$ cat src/rtl/sgi_pkg.sv
package sgi_pkg;
    localparam int MAX_CPU  = 8;
    localparam int ID_W     = 10;
    localparam int IDX_W    = 3;
    localparam int LIST_LSB = 16;
    localparam int SEL_LSB  = 24;

    typedef enum logic [1:0] {
        TGT_LIST   = 2'd0,
        TGT_OTHERS = 2'd1,
        TGT_SELF   = 2'd2,
        TGT_ALL    = 2'd3
    } tgt_sel_e;

    typedef struct packed {
        logic               vld;
        logic [MAX_CPU-1:0] mask;
        logic [ID_W-1:0]    id;
    } sgi_req_t;
endpackage

$ cat src/rtl/sgi_decode.sv
module sgi_decode #(
    parameter int              ADDR_W      = 12,
    parameter logic [ADDR_W-1:0] TRIG_OFFSET = 'hF00
) (
    input  logic              wr_en,
    input  logic [ADDR_W-1:0] wr_addr,
    input  logic [3:0]        wr_be,
    output logic              hit
);
    // Only a full-word store to the trigger offset counts.
    always_comb begin
        hit = wr_en && (wr_addr == TRIG_OFFSET) && (wr_be == 4'hF);
    end
endmodule

$ cat src/rtl/sgi_target.sv
module sgi_target
    import sgi_pkg::*;
#(
    parameter int NCPU = 4
) (
    input  tgt_sel_e           sel,
    input  logic [MAX_CPU-1:0] list,
    input  logic [IDX_W-1:0]   writer,
    output logic [MAX_CPU-1:0] mask
);
    // One lane per possible CPU; absent lanes are tied off.
    for (genvar g = 0; g < MAX_CPU; g++) begin : g_lane
        if (g < NCPU) begin : g_impl
            logic is_writer;
            always_comb begin
                is_writer = (writer == IDX_W'(g));
                unique case (sel)
                    TGT_LIST:   mask[g] = list[g];
                    TGT_OTHERS: mask[g] = !is_writer;
                    TGT_SELF:   mask[g] = is_writer;
                    default:    mask[g] = 1'b1;
                endcase
            end
        end else begin : g_absent
            assign mask[g] = 1'b0;
        end
    end
endmodule

$ cat src/rtl/sgi_dispatch.sv
module sgi_dispatch
    import sgi_pkg::*;
#(
    parameter int                NCPU        = 4,
    parameter int                ADDR_W      = 12,
    parameter logic [ADDR_W-1:0] TRIG_OFFSET = 'hF00
) (
    input  logic               clk,
    input  logic               rst_n,
    input  logic               wr_en,
    input  logic [ADDR_W-1:0]  wr_addr,
    input  logic [3:0]         wr_be,
    input  logic [31:0]        wr_data,
    input  logic [IDX_W-1:0]   wr_cpu,
    output logic               set_valid,
    output logic [MAX_CPU-1:0] set_mask,
    output logic [ID_W-1:0]    set_id
);
    logic               hit;
    logic [MAX_CPU-1:0] tgt_mask;
    tgt_sel_e           sel;
    sgi_req_t           req_d, req_q;
    logic               unused_data;

    assign sel         = tgt_sel_e'(wr_data[SEL_LSB +: 2]);
    assign unused_data = ^{wr_data[31:26], wr_data[15:10]};

    sgi_decode #(
        .ADDR_W      (ADDR_W),
        .TRIG_OFFSET (TRIG_OFFSET)
    ) decode_i (
        .wr_en   (wr_en),
        .wr_addr (wr_addr),
        .wr_be   (wr_be),
        .hit     (hit)
    );

    sgi_target #(
        .NCPU (NCPU)
    ) target_i (
        .sel    (sel),
        .list   (wr_data[LIST_LSB +: MAX_CPU]),
        .writer (wr_cpu),
        .mask   (tgt_mask)
    );

    always_comb begin
        req_d = '0;
        if (hit && (tgt_mask != '0)) begin
            req_d.vld  = 1'b1;
            req_d.mask = tgt_mask;
            req_d.id   = wr_data[ID_W-1:0];
        end
    end

    always_ff @(posedge clk or negedge rst_n) begin
        if (!rst_n) req_q <= '0;
        else        req_q <= req_d;
    end

    assign set_valid = req_q.vld;
    assign set_mask  = req_q.mask;
    assign set_id    = req_q.id;
endmodule

$ cat config.mk
export PLATFORM = sky130hd
export DESIGN_NAME = sgi_dispatch
export DESIGN_NICKNAME = d
export VERILOG_FILES = /design/src/rtl/sgi_pkg.sv /design/src/rtl/sgi_decode.sv /design/src/rtl/sgi_target.sv /design/src/rtl/sgi_dispatch.sv
export SDC_FILE = /design/constraint.sdc
export NUM_CORES = 1
export LEC_CHECK = 0
export BUFFER_PORTS_ARGS = -buffer_cell sky130_fd_sc_hd__buf_2
export CAP_MARGIN = 20
export CORE_MARGIN = 3
export CORE_UTILIZATION = 42
export DETAILED_ROUTE_END_ITERATION = 10
export PLACE_DENSITY_LB_ADDON = 0.12
export SETUP_SLACK_MARGIN = 0.02
export SYNTH_ARGS = -nofsm -noshare
export SYNTH_HDL_FRONTEND = slang
export SYNTH_HIERARCHICAL = 1
export SYNTH_SLANG_ARGS = --single-unit
$ cat constraint.sdc
create_clock -name clk -period 1.05 [get_ports clk]
set_clock_uncertainty 0.2 [all_clocks]
set_input_delay 0.105 -clock clk [delete_from_list [all_inputs] [get_ports clk]]
set_output_delay 0.105 -clock clk [all_outputs]
set_load 0.005 [all_outputs]
# ---- Word level (Yosys, flattened, before mapping)
# Cells that the tools add are included.
dict set report classes {
  eq_ne 7
  n_mux 5
  n_reduce_logical 10
}
# cell n
set op_table {}
lappend op_table {{$mux W19} 1}
lappend op_table {{$eq A12 B12 Y1 const B} 1}
lappend op_table {{$pmux W1 S3} 4}
lappend op_table {{$reduce_bool A8 Y1} 1}
lappend op_table {{$eq A3 B2 Y1 const B} 2}
lappend op_table {{$eq A4 B4 Y1 const B} 1}
lappend op_table {{$logic_not A1 Y1} 4}
lappend op_table {{$eq A3 B1 Y1 const B} 1}
lappend op_table {{$logic_and A1 B1 Y1} 3}
lappend op_table {{$logic_not A3 Y1} 1}
lappend op_table {{$eq A2 B1 Y1 const B} 1}
lappend op_table {{$eq A2 B2 Y1 const B} 1}
lappend op_table {{$logic_not A2 Y1} 1}
dict set report word_totals {
  out_inout_bits 19
  elab_cells 25
  in_bits 54
  ff_bits 19
}

# ---- Logic depth before layout (Yosys ltp)
dict set report depth {
  depth_word 6
  ltp_mapped 6
  depth_no_buf 5
}

# ---- Modules after synthesis
# The synthesis kept the hierarchy.
# module seq_area_each_um2 n_inst cells_per_inst area_per_inst_um2
set by_module_without_submodules {}
lappend by_module_without_submodules {sgi_dispatch 475.5 1 53 729.4}
lappend by_module_without_submodules {sgi_target 0.0 1 18 151.4}
lappend by_module_without_submodules {sgi_decode 0.0 1 6 51.3}

# ---- Worst setup path before layout
# No wires, ideal clock.
dict set report synth_timing {
  path_type {input-to-reg}
  startpoint {input wr_cpu[2]}
  endpoint {register req_q (netlist bit set_id[0])}
  setup_time_ns 0.121
  cell_stages 5
  required_time_ns 0.729
  path_slack_ns -0.593
  n_path_buf 1
  arrival_time_ns 1.323
  cell_sequence {or3b_1 a221o_1 nor4_4 buf_6 a21oi_2}
}
# element line
set synth_rtl {}
lappend synth_rtl {{start: declaration} sgi_dispatch.sv:14} ;# input logic [IDX_W-1:0] wr_cpu,
lappend synth_rtl {{end signal: assignment} sgi_dispatch.sv:58} ;# else req_q <= req_d;
lappend synth_rtl {{end: declaration} sgi_dispatch.sv:22} ;# sgi_req_t req_d, req_q;

==> metrics <==
Req. time, crit path 1.03 ns; layout cells sized above 1 56.2%; sequential group share of total power 55.7%; core area 2020 µm²; Top FF cell, synth dfrtp_1; Core Util, Final 74.4%; cell taking the most area after synthesis dfrtp_1; Pwr per Cell Area 871 nW/µm²; full die area 2820 µm²; Post-route DRC 0; Hold Crit Class input pin to async pin; root buf cell clkbuf_4; switching power 0.000293 W; post-synth top area share 51.0%; largest net degree at the start of global routing 20; syn_area_per_cell 12.1 µm²; Row Count 16; clock buffer depth 2; RSZ-0062 raised after global routing yes; Synth Instances 77; Post-synth EDFFs 0; Multi-input gate area 439 µm²; IO Count 73; DR iter-0 viols 13; CTS Buf Count 3; violated checks setup timing; nets@finish 208; die height 53.1 µm; Clock Power Share 25.9%; Max FO, Critical Path 5; Initial Util 46.1%; IO buf count 56; most frequent cells in the layout buf_2 (51), dfrtp_1 (19), dlygate4sd3_1 (11), nand2_1 (10), a21oi_2 (10); CTS tree done; Antenna diodes 0; vias in the first global route 837; pre-CTS WS -0.773 ns; Switching Fraction 22.3%; H-Tree Depth 1; Sink Count 19; Gate power share 18.3%; DR pass1 iterations 4; Final Critical Period 1.55 ns; Final HPWL DP 1640 µm; Seq/Total Area, Yosys 51.0%; final wirelength 2230 µm; top cells by area, synth dfrtp_1 (51%), a21oi_2 (9.4%), and2_1 (4.7%); ys async rst share 100%; Leakage 0.789 nW; Syn. warnings 6; crit end category register; DR WL/cell 12.4 µm; total track usage 16.0%; Critical Path AT 1.52 ns; CP Launch Point wr_cpu[0]; routability congestion estimate 0.713; status complete, but fails checks; period utilization 147%; Max Transition Viols Final 0; Worst setup SP type input pin; first-pass GRT wire length 3270 µm; Synth cell types 24; worst setup path category input pin to register; initial antenna violation count 0; fillcell total 147; Synth Cell Area 932 µm²; die width 53.1 µm; max frequency 647 MHz; VDD IR max 649 µV; Antenna Nets Post-Route 0; final setup violating endpoints 34; commonest non-fill, non-tap cell in the layout buf_2; Via density 4.74; global route total overflow 0; internal power 0.00102 W; vias post-DR 853; Final Power 0.00131 W; final hold viol count 0; Worst-path clk slew 0.10 ns; area taken by flip-flops and latches 475 µm²; Max-Cap Viols 0; Area Overhead vs Synth 61.5%; synthesized flop and latch total 19; Final WS setup -0.495 ns
## path summary, 6_finish.rpt
kind                          endpoint  cells after the start
max                          set_id[4]                      7
min                        set_mask[7]                      2
max in group asynchronous  set_mask[5]                      2
min in group clk           set_mask[2]                      3
## final cells by class
class,instances,area share (%)
repair buffers,76,35.2
flip-flops and latches,19,31.6
well taps,27,2.24
multi-input cells,54,29.2
clock buffers,4,1.75
## worst max-delay path: stages
cell	delay, ns
buf_8	0.10
or3b_1	0.37
a221o_1	0.35
nor4_4	0.21
buf_4	0.18
clkbuf_16	0.15
a21oi_2	0.04
## flip-flops by register name, summed over array words and instances (netlist names)
name / cells
set_id: 10
set_valid: 1
set_mask: 8
## synthesized netlist by cell type, types with 2 or more instances
cell,count
a221o_1,4
a21oi_2,10
buf_4,4
buf_6,2
or3b_1,2
dfrtp_1,19
and2_1,7
nand3b_1,3
nor4_4,2
nand2_1,10
## power by group through the flow
stage | clock [W] | combinational [W] | sequential (W)
detailed placement | 0 | 0.000179 | 0.000746
global route | 0.000388 | 0.000262 | 0.000731
finish | 0.000340 | 0.000240 | 0.000731
floorplan | 0 | 0.0000817 | 0.000746
global placement | 0 | 0.000173 | 0.000746
CTS | 0.000353 | 0.000219 | 0.000731
## repair_timing
item / CTS / global route
gates cloned: 0 / 1
gates resized for setup: 6 / 8
endpoints found under the hold margin: 29 / 0
hold buffers: 11 / 0
endpoints found under the setup margin: 34 / 34
buffers inserted: 1 / 1
pin swaps: 4 / 5
## stage by stage
step                      TNS, ns  hold slack, ns  cells  cell area, µm²
after floorplan             -6.78          -0.391     80             967
after global placement      -9.63          -0.147    162            1280
after detailed placement    -9.88          -0.142    162            1280
after CTS                   -5.50          0.0541    178            1440
after global routing        -7.26          0.0685    180            1510
final                       -5.79          0.0749    180            1510
## kinds of logic (layout without fill, tap and decap cells)
| logic type | Yosys count | in the layout | share of synthesized area (%) |
|---|---|---|---|
| other | 1 | 4 | 0.402 |
| buffers and inverters | 7 | 80 | 6.17 |
| DFF | 19 | 19 | 51.0 |
| AOI/OAI and AO/OA | 16 | 16 | 15.4 |
| and+or+nand+nor | 34 | 34 | 27.0 |
## metal layers
metal | vias up | part of all wire (%) | track usage (%)
li1 | 423 | - | -
met1 | 385 | 39 | 16.5
met2 | 43 | 53 | 31.2
met3 | 2 | 7.4 | 2.25
met4 | 0 | 0.85 | 7.23
met5 | - | 0 | 0
(Power assumes the default switching activity.)
